--- src/rtl/pad_selftest_pkg.sv ---
package pad_selftest_pkg;

    localparam int NPADS = 4;
    localparam int NOUT  = 4;

    localparam logic [7:0] ADDR_STATUS  = 8'h31;
    localparam logic [7:0] ADDR_TESTOUT = 8'h33;
    localparam logic [7:0] ADDR_PADFN   = 8'h34;
    localparam logic [7:0] ADDR_ENGINE  = 8'h61;

    localparam int ARM_BIT = 1;
    localparam int OVR_BIT = 4;

    typedef enum logic [1:0] {
        PAD_UNKNOWN = 2'd0,
        PAD_LOW     = 2'd1,
        PAD_HIGH    = 2'd2,
        PAD_HIZ     = 2'd3
    } pad_code_e;

    typedef enum logic [1:0] {
        SEQ_IDLE   = 2'd0,
        SEQ_PULLUP = 2'd1,
        SEQ_PULLDN = 2'd2
    } seq_state_e;

    function automatic pad_code_e classify(input logic up_s, input logic dn_s);
        pad_code_e c;
        unique case ({up_s, dn_s})
            2'b00:   c = PAD_LOW;
            2'b11:   c = PAD_HIGH;
            2'b10:   c = PAD_HIZ;
            default: c = PAD_UNKNOWN;
        endcase
        return c;
    endfunction

    function automatic int settle_cycles(input int clk_hz, input int us);
        return (clk_hz / 1_000_000) * us;
    endfunction

endpackage

--- src/rtl/pad_pull_seq.sv ---
module pad_pull_seq
    import pad_selftest_pkg::*;
#(
    parameter int HALF = 600
) (
    input  logic             clk,
    input  logic             rst,
    input  logic             start,
    input  logic [NPADS-1:0] pad_in,
    output logic             pull_up,
    output logic             pull_dn,
    output logic             busy,
    output logic             done,
    output logic [NPADS-1:0] up_samp
);
    localparam int CW = (HALF < 2) ? 1 : $clog2(HALF);
    localparam logic [CW-1:0] LAST = CW'(HALF - 1);

    seq_state_e    state;
    logic [CW-1:0] cnt;

    always_ff @(posedge clk) begin
        if (rst) begin
            state   <= SEQ_IDLE;
            cnt     <= '0;
            up_samp <= '0;
        end else begin
            unique case (state)
                SEQ_IDLE: begin
                    cnt <= '0;
                    if (start) state <= SEQ_PULLUP;
                end
                SEQ_PULLUP: begin
                    if (cnt == LAST) begin
                        up_samp <= pad_in;
                        cnt     <= '0;
                        state   <= SEQ_PULLDN;
                    end else begin
                        cnt <= cnt + 1'b1;
                    end
                end
                SEQ_PULLDN: begin
                    if (cnt == LAST) begin
                        cnt   <= '0;
                        state <= SEQ_IDLE;
                    end else begin
                        cnt <= cnt + 1'b1;
                    end
                end
                default: state <= SEQ_IDLE;
            endcase
        end
    end

    assign pull_up = (state == SEQ_PULLUP);
    assign pull_dn = (state == SEQ_PULLDN);
    assign busy    = (state != SEQ_IDLE);
    assign done    = (state == SEQ_PULLDN) && (cnt == LAST);

    AST_PULL_EXCL: assert property (@(posedge clk) disable iff (rst)
        !(pull_up && pull_dn));

    AST_BUSY_FROM_START: assert property (@(posedge clk) disable iff (rst)
        $rose(busy) |-> $past(start));

    AST_CNT_RANGE: assert property (@(posedge clk) disable iff (rst)
        cnt <= LAST);

endmodule

--- src/rtl/pad_classify.sv ---
module pad_classify
    import pad_selftest_pkg::*;
#(
    parameter int N = NPADS
) (
    input  logic [N-1:0]   up_s,
    input  logic [N-1:0]   dn_s,
    output logic [2*N-1:0] codes
);
    for (genvar g = 0; g < N; g++) begin : g_pad
        pad_code_e c;
        assign c = classify(up_s[g], dn_s[g]);
        assign codes[2*g +: 2] = c;
    end
endmodule

--- src/rtl/pad_out_override.sv ---
module pad_out_override
    import pad_selftest_pkg::*;
(
    input  logic            clk,
    input  logic            rst,
    input  logic            enter_we,
    input  logic            enter_bit,
    input  logic            tout_we,
    input  logic [7:0]      tout_data,
    output logic            mode,
    output logic [7:0]      tout_q,
    output logic [NOUT-1:0] drive
);
    always_ff @(posedge clk) begin
        if (rst) begin
            mode   <= 1'b0;
            tout_q <= '0;
        end else begin
            if (enter_we && enter_bit) mode <= 1'b1;
            if (tout_we) tout_q <= tout_data;
        end
    end

    assign drive = mode ? tout_q[NOUT-1:0] : '0;

    AST_MODE_STICKY: assert property (@(posedge clk) disable iff (rst)
        mode |=> mode);

endmodule

--- src/rtl/pad_selftest_ctrl.sv ---
module pad_selftest_ctrl
    import pad_selftest_pkg::*;
#(
    parameter int CLK_HZ    = 100_000_000,
    parameter int SETTLE_US = 12
) (
    input  logic        clk,
    input  logic        rst,
    input  logic [7:0]  reg_addr,
    input  logic [7:0]  reg_wdata,
    input  logic        reg_we,
    output logic [7:0]  reg_rdata,
    input  logic [3:0]  pad_in,
    output logic        pull_up_en,
    output logic        pull_dn_en,
    output logic        busy,
    output logic        ovr_en,
    output logic [3:0]  ovr_drive,
    output logic        serial_dis
);
    localparam int SETTLE = settle_cycles(CLK_HZ, SETTLE_US);
    localparam int HALF   = (SETTLE / 2 < 1) ? 1 : SETTLE / 2;

    logic [7:0]         eng_q;
    logic [7:0]         padfn_q;
    logic [2*NPADS-1:0] status_q;
    logic [7:0]         tout_q;
    logic [NPADS-1:0]   up_samp;
    logic [2*NPADS-1:0] codes;
    logic               done;
    logic               start;

    assign start = reg_we && (reg_addr == ADDR_STATUS) && eng_q[ARM_BIT] && !busy;

    pad_pull_seq #(.HALF(HALF)) u_seq (
        .clk     (clk),
        .rst     (rst),
        .start   (start),
        .pad_in  (pad_in),
        .pull_up (pull_up_en),
        .pull_dn (pull_dn_en),
        .busy    (busy),
        .done    (done),
        .up_samp (up_samp)
    );

    pad_classify #(.N(NPADS)) u_cls (
        .up_s  (up_samp),
        .dn_s  (pad_in),
        .codes (codes)
    );

    pad_out_override u_ovr (
        .clk       (clk),
        .rst       (rst),
        .enter_we  (reg_we && (reg_addr == ADDR_PADFN)),
        .enter_bit (reg_wdata[OVR_BIT]),
        .tout_we   (reg_we && (reg_addr == ADDR_TESTOUT)),
        .tout_data (reg_wdata),
        .mode      (ovr_en),
        .tout_q    (tout_q),
        .drive     (ovr_drive)
    );

    assign serial_dis = ovr_en;

    always_ff @(posedge clk) begin
        if (rst) begin
            eng_q    <= '0;
            padfn_q  <= '0;
            status_q <= '0;
        end else begin
            if (reg_we && reg_addr == ADDR_ENGINE) eng_q   <= reg_wdata;
            if (reg_we && reg_addr == ADDR_PADFN)  padfn_q <= reg_wdata;
            if (done) status_q <= codes;
        end
    end

    always_comb begin
        unique case (reg_addr)
            ADDR_STATUS:  reg_rdata = status_q;
            ADDR_ENGINE:  reg_rdata = eng_q;
            ADDR_TESTOUT: reg_rdata = tout_q;
            ADDR_PADFN: begin
                reg_rdata = padfn_q;
                reg_rdata[OVR_BIT] = ovr_en;
            end
            default:      reg_rdata = 8'h00;
        endcase
    end

    AST_STATUS_HOLD: assert property (@(posedge clk) disable iff (rst)
        !$stable(status_q) |-> $past(done));

    AST_DONE_ENDS_BUSY: assert property (@(posedge clk) disable iff (rst)
        done |=> !busy);

endmodule

--- config.mk ---
export PLATFORM = sky130hd
export DESIGN_NAME = pad_selftest_ctrl
export DESIGN_NICKNAME = d
export VERILOG_FILES = /design/src/rtl/pad_selftest_pkg.sv /design/src/rtl/pad_pull_seq.sv /design/src/rtl/pad_classify.sv /design/src/rtl/pad_out_override.sv /design/src/rtl/pad_selftest_ctrl.sv
export SDC_FILE = /design/constraint.sdc
export NUM_CORES = 1
export LEC_CHECK = 0
export ABC_AREA = 0
export BUFFER_PORTS_ARGS = -buffer_cell sky130_fd_sc_hd__buf_2
export CAP_MARGIN = 20
export CORE_MARGIN = 3
export CORE_UTILIZATION = 25
export DETAILED_ROUTE_END_ITERATION = 10
export GPL_TIMING_DRIVEN = 0
export HOLD_SLACK_MARGIN = 0.03
export SKIP_CTS_REPAIR_TIMING = 1
export SLEW_MARGIN = 30
export SYNTH_ARGS = -nofsm -noshare
export SYNTH_HDL_FRONTEND = slang
export SYNTH_HIERARCHICAL = 1
export SYNTH_SLANG_ARGS = --single-unit
--- constraint.sdc ---
create_clock -name clk -period 2.6 [get_ports clk]
set_clock_uncertainty 0.1 [all_clocks]
set_input_delay 0.13 -clock clk [delete_from_list [all_inputs] [get_ports clk]]
set_output_delay 0.13 -clock clk [all_outputs]
set_load 0.05 [all_outputs]
# --- After elaboration in Yosys (flattened, before gate mapping) ---
# Cells that the tools add are included.
totals:
  regBits: 49
  input_bits: 23
  output_inout_bits: 17
  wordCells: 58
classes:
  n_addsub: 1
  n_eq_ne: 18
  n_mux: 12
  reduce_logical: 19
op_table:
  columns: ["op", "n"]
  rows:
  - ["8-bit one-hot mux with 4 select lines", 1]
  - ["2-bit one-hot mux with 3 select lines", 5]
  - ["8-bit by 6-bit == test with 1-bit output (second input constant)", 3]
  - ["10-bit one-hot mux with 2 select lines", 1]
  - ["2-bit == test (second input constant)", 9]
  - ["10-bit by 1-bit adder with 10-bit output (second input constant)", 1]
  - ["10-bit == test (second input constant)", 1]
  - ["2-bit zero test", 5]
  - ["10-bit 2-to-1 mux", 1]
  - ["8-bit by 7-bit == test with 1-bit output (second input constant)", 1]
  - ["1-bit logical AND", 8]
  - ["2-bit 2-to-1 mux", 3]
  - ["4-bit 2-to-1 mux", 1]
  - ["2-bit by 1-bit inequality test with 1-bit output (second input constant)", 2]
  - ["2-bit nonzero test", 2]
  - ["3-bit AND reduction", 1]
  - ["2-bit by 1-bit == test with 1-bit output (second input constant)", 1]
  - ["2-bit inequality test (second input constant)", 1]
  - ["2-bit AND reduction", 1]
  - ["2-bit OR reduction", 1]
  - ["1-bit zero test", 1]

# --- Depth between registers and ports, before layout ---
# Gate-level depths: netlist of the first run.
logic_depth:
  depth_word: 6
  mapped_depth: 7
  mapped_depth_nobuf: 6

# --- Cells and area by module ---
# The synthesis of the first run kept the hierarchy.
modules_own_cells:
  columns: ["module", "n_inst", "cells_per_inst", "area_per_inst_um2", "seq_area_each_um2"]
  rows:
  - ["pad_selftest_ctrl", 1, 136, 1278.7, 460.4]
  - ["pad_pull_seq", 1, 88, 848.3, 320.3]
  - ["pad_out_override", 1, 33, 340.3, 180.2]
  - ["pad_classify", 1, 8, 30.0, 0.0]

# --- Worst setup path before layout of the first run ---
# Ideal clock, no wire load.
synth_path:
  path_type: "register to register"
  start: "register u_seq.state[0]"
  end: "register status_q[0]"
  setup_ns: 0.127
  arrival_time_ns: 1.729
  t_required_ns: 2.373
  path_slack_ns: 0.644
  stages_incl_launch_ff: 8
  n_path_buf: 1
  period_less_slack_ns: 1.956
  cell_sequence: "dfxtp_1 > inv_1 > ha_1 > inv_1 > nor2_1 > clkbuf_1 > mux2i_1 > nor2_1"
synth_via:
  elab_chain_len: 2
synth_lines:
  columns: ["element", "line_no", "text"]
  rows:
  - ["from (decl)", "pad_pull_seq.sv:19", "seq_state_e state;"]
  - ["from (signal assigned)", "pad_pull_seq.sv:24", "state <= SEQ_IDLE;"]
  - ["from (signal assigned)", "pad_pull_seq.sv:31", "if (start) state <= SEQ_PULLUP;"]
  - ["from (signal assigned)", "pad_pull_seq.sv:37", "state <= SEQ_PULLDN;"]
  - ["2-bit == test", null, null]
  - ["via pull_dn_en", "pad_selftest_ctrl.sv:15", "output logic pull_dn_en,"]
  - ["1-bit logical AND", "pad_pull_seq.sv:58", "assign done = (state == SEQ_PULLDN) && (cnt == LAST);"]
  - ["via done", "pad_selftest_ctrl.sv:30", "logic done;"]
  - ["to (signal assigned)", "pad_selftest_ctrl.sv:75", "if (done) status_q <= codes;"]
  - ["to (decl)", "pad_selftest_ctrl.sv:26", "logic [2*NPADS-1:0] status_q;"]
# The timed path passes the listed nets, and every way through them passes these cells.
# A chain may end at the register's enable or synchronous reset.

# --- Worst setup path after layout of the first run ---
layout_path:
  start: "register u_seq.cnt[0]"
  end: "register status_q[3]"
layout_via:
  elab_chain_len: 2
layout_lines:
  columns: ["element", "line_no", "text"]
  rows:
  - ["from (decl)", "pad_pull_seq.sv:20", "logic [CW-1:0] cnt;"]
  - ["from (signal assigned)", "pad_pull_seq.sv:39", "cnt <= cnt + 1'b1;"]
  - ["from (signal assigned)", "pad_pull_seq.sv:47", "cnt <= cnt + 1'b1;"]
  - ["10-bit == test", "pad_pull_seq.sv:58", null]
  - ["1-bit logical AND", "pad_pull_seq.sv:58", null]
  - ["via done", "pad_selftest_ctrl.sv:30", null]
# The timed path passes the listed nets, and every way through them passes these cells.

==> impl_results.md, run 1 <==
- Initial antenna violation count: 0
- Fraction of layout cells with a size suffix above 1: 20.4%
- Clk network pwr share: 36.9%
- End-of-flow core utilization: 32.4%
- Setup TNS: 0 ns
- Initial Utilization: 26.4%
- Pin count of the biggest net entering global routing: 16
- Synth unique cells: 40
- RSZ-0062 raised after global routing: no
- Routed WL per cell: 13.4 um
- Syn Area/Cell: 9.42 um^2
- Critical path launch point type: register
- Synthesized cell area: 2500 um^2
- Top cell type's share of synthesized area: 38.5%
- Hpwl dp: 4550 um
- Cells after DPL: 433
- Period utilization: 82.3%
- Ranking of synthesized cells by area: dfxtp_1 (38%), mux2i_1 (15%), nand2b_1 (5.3%)
- Register area share after synthesis: 38.5%
- FP Rows: 35
- Switching Share: 23.8%
- Relative slew slack: 56.2%
- CTS buffer count: 5
- Die X: 106 um
- Fillers: 1011
- First-pass GRT wire length: 9950 um
- Maximum vdd drop: 220 uV
- Post-Synthesis Cells: 265
- CTS Root Cell: clkbuf_8
- Worst Hold Margin: 0.00605 ns
- Post-synth top area cell: dfxtp_1
- Synth Register Bits: 48
- Worst EP arrival: 2.23 ns
- CTS max path bufs: 2
- DRC violations left: 0
- Critical Path RT: 2.69 ns
- Primary FF master, synth: dfxtp_1
- Htree depth: 2
- Leak Pwr: 1.21 nW
- P_sw: 0.311 mW
- Nets@finish: 352
- Diodes inserted: 0
- Worst min-delay path category: input pin to register
- Num Clock Sinks: 48
- Final setup fails: 0
- GRT Overall Usage: 11.0%
- Post-synthesis async set-or-reset flop share: 0%
- PortBufs: 39
- Synth warn: 6
- DR vias/cell: 4.52
- Slew Viols, Final: 0
- Logic pwr share: 6.7%
- Status: completed
- Measured slew at the worst slew-check pin: 0.654 ns
- Worst Path Max Fanout: 8
- RePlAce Congestion: 0.826
- P_int: 0.993 mW
- Worst setup path class: register to register
- Power Density: 426 nW/um^2
- Finished Layout Cells: 452
- Die H: 106 um
- Clk slew on worst S/H paths: 0.10 ns
- Area growth from synthesis to layout: 22.5%
- Number of synthesized flops with an enable pin: 0
- Drt initial violations: 113
- First-pass iteration count of the detailed router: 4
- Core area: 9460 um^2
- Crit. End Element: register
- Mapped Nets: 295
- Gr ovfl total: 0
- Final WL: 6070 um
- Final ANT Viol Nets: 0
- Vias in the first global route: 2005
- Min Tclk post-route: 2.14 ns
- I/O pins: 40
- Sequential power share: 56.4%
- Maxcap violations: 0
- Vias post-DR: 2041
- Fmax: 0.467 GHz
- Die footprint: 11200 um^2
- Clock Latency Late Sink: 0.30 ns
- Final hold vios: 0
- CTS tree: done
-- cell usage after synthesis, types with 2 or more instances --
master	instances
or4bb_1	2
xnor2_1	7
dfxtp_1	48
and4bb_2	2
nand3_2	2
clkbuf_1	11
o211ai_1	8
nand3_1	19
nor2b_1	2
buf_2	2
nand4_1	2
nand2b_1	21
and2_1	5
ha_1	7
nor3_1	3
xor2_1	2
nand2_1	7
inv_1	14
mux2i_1	37
nor4b_4	2
nor2_1	34
a22oi_1	8
nor4bb_1	2
a21oi_1	2
-- sequential cells by signal, indices dropped and copies added (netlist names) --
signal,flops
eng_q,8
padfn_q,7
status_q,8
u_ovr/mode,1
u_ovr/tout_q,8
u_seq/cnt,10
u_seq/state,2
u_seq/up_samp,4
-- stage by stage --
stage                     cell area (um^2)  setup slack (ns)  total power, mW
after floorplan                       2500             0.644            0.786
after global placement                2850             0.499            0.826
after detailed placement              2850             0.472            0.828
after CTS                             2950             0.459             1.31
after global routing                  3060             0.310             1.36
final                                 3060             0.460             1.30
-- placed cells by master (no fill, tap or decap), types with 2 or more instances in the layout --
cell type	count
nand2_1	7
clkbuf_1	11
xor2_1	2
buf_2	41
nor2b_1	2
nor3_1	3
mux2i_1	37
dfxtp_1	48
a21oi_1	2
nor4bb_1	2
or4bb_1	2
nand3_1	19
and4bb_2	2
a22oi_1	8
dlygate4sd3_1	11
nor4b_4	2
and2_1	5
ha_1	7
nand3_2	2
nand2b_1	21
o211ai_1	8
inv_1	14
nand4_1	2
xnor2_1	7
nor2_1	34
clkbuf_8	6
-- power groups by stage --
stage	registers [mW]	clock network (mW)	logic, mW
floorplan	0.752	0	0.0340
global placement	0.752	0	0.0738
detailed placement	0.752	0	0.0753
CTS	0.735	0.495	0.0756
global route	0.736	0.529	0.0963
finish	0.735	0.481	0.0878
-- metal layers --
layer	global-route usage (%)	vias up	routed length, um
met2	17.4	61	2770
li1	-	1024	-
met1	15.2	952	2970
met3	1.82	4	271
met5	0	-	0
met4	3.70	0	58
-- cells by family (layout without fill, tap and decap cells) --
| logic type | after synthesis | count (layout) | synth area share [%] |
|---|---|---|---|
| AO/OA/AOI/OAI | 21 | 21 | 6.96 |
| adder cells (fa/ha/maj) | 7 | 7 | 3.51 |
| buffers and inverters | 31 | 89 | 5.21 |
| AND/OR/NAND/NOR | 112 | 112 | 27.9 |
| multiplexers | 37 | 37 | 14.8 |
| flip-flops | 48 | 48 | 38.5 |
| XOR/XNOR | 9 | 9 | 3.16 |
-- critical path, cell delays in order (launching register included) --
cell and delay, ns:
dfxtp_1 0.41, ha_1 0.23, and4bb_2 0.26, nand3_2 0.14, nor2_1 0.11, clkbuf_1 0.45
mux2i_1 0.27, nor2_1 0.05
-- final timing paths --
| check | endpoint | startpoint | slack (ns) | cells after the start |
|---|---|---|---|---|
| worst max-delay path | status_q[3]$_SDFFE_PP0P_ | u_seq/cnt[0]$_SDFFE_PP0P_ | 0.46 | 7 |
| worst min-delay path | u_seq/up_samp[2]$_SDFFE_PP0P_ | pad_in[2] | 0.006 | 3 |
| worst max register to register | status_q[3]$_SDFFE_PP0P_ | u_seq/cnt[0]$_SDFFE_PP0P_ | 0.46 | 7 |
| worst min register to register | padfn_q[5]$_SDFFE_PP0P_ | padfn_q[5]$_SDFFE_PP0P_ | 0.38 | 2 |
-- layout make-up --
cell class              count  area, um^2  area share, %
repair buffers             50         305           9.98
plain buffers              16        73.8           2.41
well taps                 129         161           5.27
clock buffers               6        82.6           2.70
clock inverters             2        13.8          0.450
flip-flops and latches     48         961           31.4
inverters                  15        56.3           1.84
multi-input cells         186        1410           46.0
No activity file was read; power rests on OpenSTA's default activity.
==> run 2, diff against run 1 <==
==> constraint.sdc (replaced) <==
create_clock -name clk -period 2.2 [get_ports clk]
set_clock_uncertainty 0.1 [all_clocks]
set_input_delay 0.11 -clock clk [delete_from_list [all_inputs] [get_ports clk]]
set_output_delay 0.11 -clock clk [all_outputs]
set_load 0.05 [all_outputs]
==> run 2 against run 1 <==
Effect of this change:
- the flow now finishes with violations (negative hold slack)
- sequential cell count did not move
- combinational power rose by 21%
- setup slack got worse by 0.30 ns
- sequential power rose by 18%
- via count barely moved
- register-to-register slack got worse by 0.19 ns
- utilization rose by 0.12 points
- highest routed layer unchanged
- clock-buffer cell count did not move
- cell count rose by 0.22%
- critical endpoint is now reg_rdata[6]
- sequential share of layout area fell by 0.12 points
- critical path depth fell by 1
- global-route usage did not move
==> impl_results.md, run 2 (same netlist as run 1, synthesis figures left out) <==
- Hold Crit Endpoint: u_seq/up_samp[2]$_SDFFE_PP0P_
- Leak Pwr: 1.22 nW
- I/O pins: 40
- RePlAce Congestion: 0.826
- Worst Reg2Reg Path Length in Cells: 7
- Worst Hold Margin: -0.0169 ns
- Clock Latency Late Sink: 0.30 ns
- Hpwl dp: 4550 um
- CP bufs+invs: 3
- RSZ-0062 raised after global routing: no
- Commonest non-fill, non-tap cell in the layout: dfxtp_1
- FP Rows: 35
- Slew Viols, Final: 0
- Measured slew at the worst slew-check pin: 0.696 ns
- Maximum vdd drop: 261 uV
- Gr ovfl total: 0
- Worst EP arrival: 1.83 ns
- Critical Path RT: 1.99 ns
- Final setup fails: 0
- Critical path launch point type: input pin
- Initial Utilization: 26.4%
- CP peak stage delay: 0.59 ns
- Worst setup path class: input pin to output port
- Maxcap violations: 0
- Die footprint: 11200 um^2
- RR Endpoint: status_q[3]$_SDFFE_PP0P_
- Cells after DPL: 433
- Slowest cell on the critical path: nor4b_4
- Crit. End Element: output port
- CTS Root Cell: clkbuf_8
- Drt initial violations: 132
- CTS max path bufs: 2
- Nets@finish: 353
- Crit-path leading delay family: buffers and inverters
- DR vias/cell: 4.50
- Worst r2r src: u_seq/cnt[0]$_SDFFE_PP0P_
- Die X: 106 um
- Initial antenna violation count: 0
- Min Tclk post-route: 2.04 ns
- Diodes inserted: 0
- Reg-to-reg setup timing slack: 0.27 ns
- PortBufs: 39
- Num Clock Sinks: 48
- Power Density: 503 nW/um^2
- Setup TNS: 0 ns
- DRC violations left: 0
- Worst min-delay path category: input pin to register
- Vias in the first global route: 2005
- First-pass GRT wire length: 9950 um
- Top cell by count, worst path: buf_2
- CTS buffer count: 5
- Routed WL per cell: 13.5 um
- Most frequent cells in the layout: dfxtp_1 (48), buf_2 (41), mux2i_1 (37), nor2_1 (34), nand2b_1 (21)
- Period utilization: 92.7%
- Core area: 9460 um^2
- Final hold vios: 1
- Largest Register: u_seq/cnt
- Fraction of layout cells with a size suffix above 1: 20.7%
- Critical-path cell list: buf_2 > nor4b_4 > buf_2 > a22oi_1 > o211ai_1 > buf_2
- Max reg flops: 10
- GRT Overall Usage: 11.0%
- Worst Path Max Fanout: 10
- Vias post-DR: 2040
- First-pass iteration count of the detailed router: 4
- Die H: 106 um
- Finished Layout Cells: 453
- Clk slew on worst S/H paths: 0.09 ns
- Htree depth: 2
- Final ANT Viol Nets: 0
- Pin count of the biggest net entering global routing: 16
- Worst hold stages: 3
- Fmax: 0.490 GHz
- Final WL: 6110 um
- Area growth from synthesis to layout: 23.0%
- Worst Hold Launch: pad_in[2]
- Crit. Startpoint: reg_addr[1]
- Relative slew slack: 53.4%
- CTS tree: done
- Fillers: 1010
- Status: finished, violations left
- Failing checks: negative hold slack
-- run 2: cell types whose count changed in the layout (fill, tap and decap cells not counted) --
cell | previous run | this run
dlygate4sd3_1 | 11 | 12
clkbuf_1 | 11 | 10
clkbuf_2 | 0 | 1
-- run 2: report_power, final --
| group | switching (mW) | internal (mW) |
|---|---|---|
| Clock | 0.313 | 0.258 |
| Sequential | 0.000346 | 0.869 |
| Combinational | 0.0573 | 0.0484 |
| Total | 0.371 | 1.17 |
-- run 2: worst max path at each step --
stage / cells after the start / slack (ns) / to
6_report: 6 / 0.16 / reg_rdata[6]
4_1_cts: 7 / 0.06 / status_q[3]$_SDFFE_PP0P_
5_1_grt: 6 / 0.03 / reg_rdata[6]
2_1_floorplan: 7 / 0.24 / status_q[0]$_SDFFE_PP0P_
3_3_place_gp: 7 / 0.11 / status_q[2]$_SDFFE_PP0P_
3_5_place_dp: 7 / 0.07 / status_q[3]$_SDFFE_PP0P_
-- run 2: layer usage --
| metal | global-route usage [%] | up-vias | routed length, um |
|---|---|---|---|
| li1 | - | 1024 | - |
| met1 | 15.2 | 955 | 3080 |
| met2 | 17.4 | 52 | 2700 |
| met3 | 1.82 | 9 | 220 |
| met4 | 3.70 | 0 | 103 |
| met5 | 0 | - | 0 |
-- run 2: area by class of cell --
class / instances / area, um^2 / share of cell area [%]
plain buffers: 16 / 75.1 / 2.44
clock buffers: 6 / 82.6 / 2.69
clock inverters: 2 / 13.8 / 0.448
inverters: 15 / 56.3 / 1.83
multi-input cells: 186 / 1410 / 45.8
flip-flops and latches: 48 / 961 / 31.3
well taps: 129 / 161 / 5.25
repair buffers: 51 / 315 / 10.3
-- run 2: through the flow --
step / util [%] / worst slack [ns] / power (mW) / hold slack [ns] / instance area [um^2]
floorplan: - / 0.244 / 0.929 / 0.0824 / 2500
CTS: 31.2 / 0.0593 / 1.54 / -0.0446 / 2950
global placement: 30.2 / 0.111 / 0.976 / 0.264 / 2850
finish: 32.5 / 0.161 / 1.55 / -0.0169 / 3070
detailed placement: 30.2 / 0.0723 / 0.978 / 0.277 / 2850
global route: 32.5 / 0.0274 / 1.61 / 0.0377 / 3070
-- run 2: worst min-delay path: stages --
cell	delay, ns
buf_2	0.10
mux2i_1	0.06
nor2_1	0.08
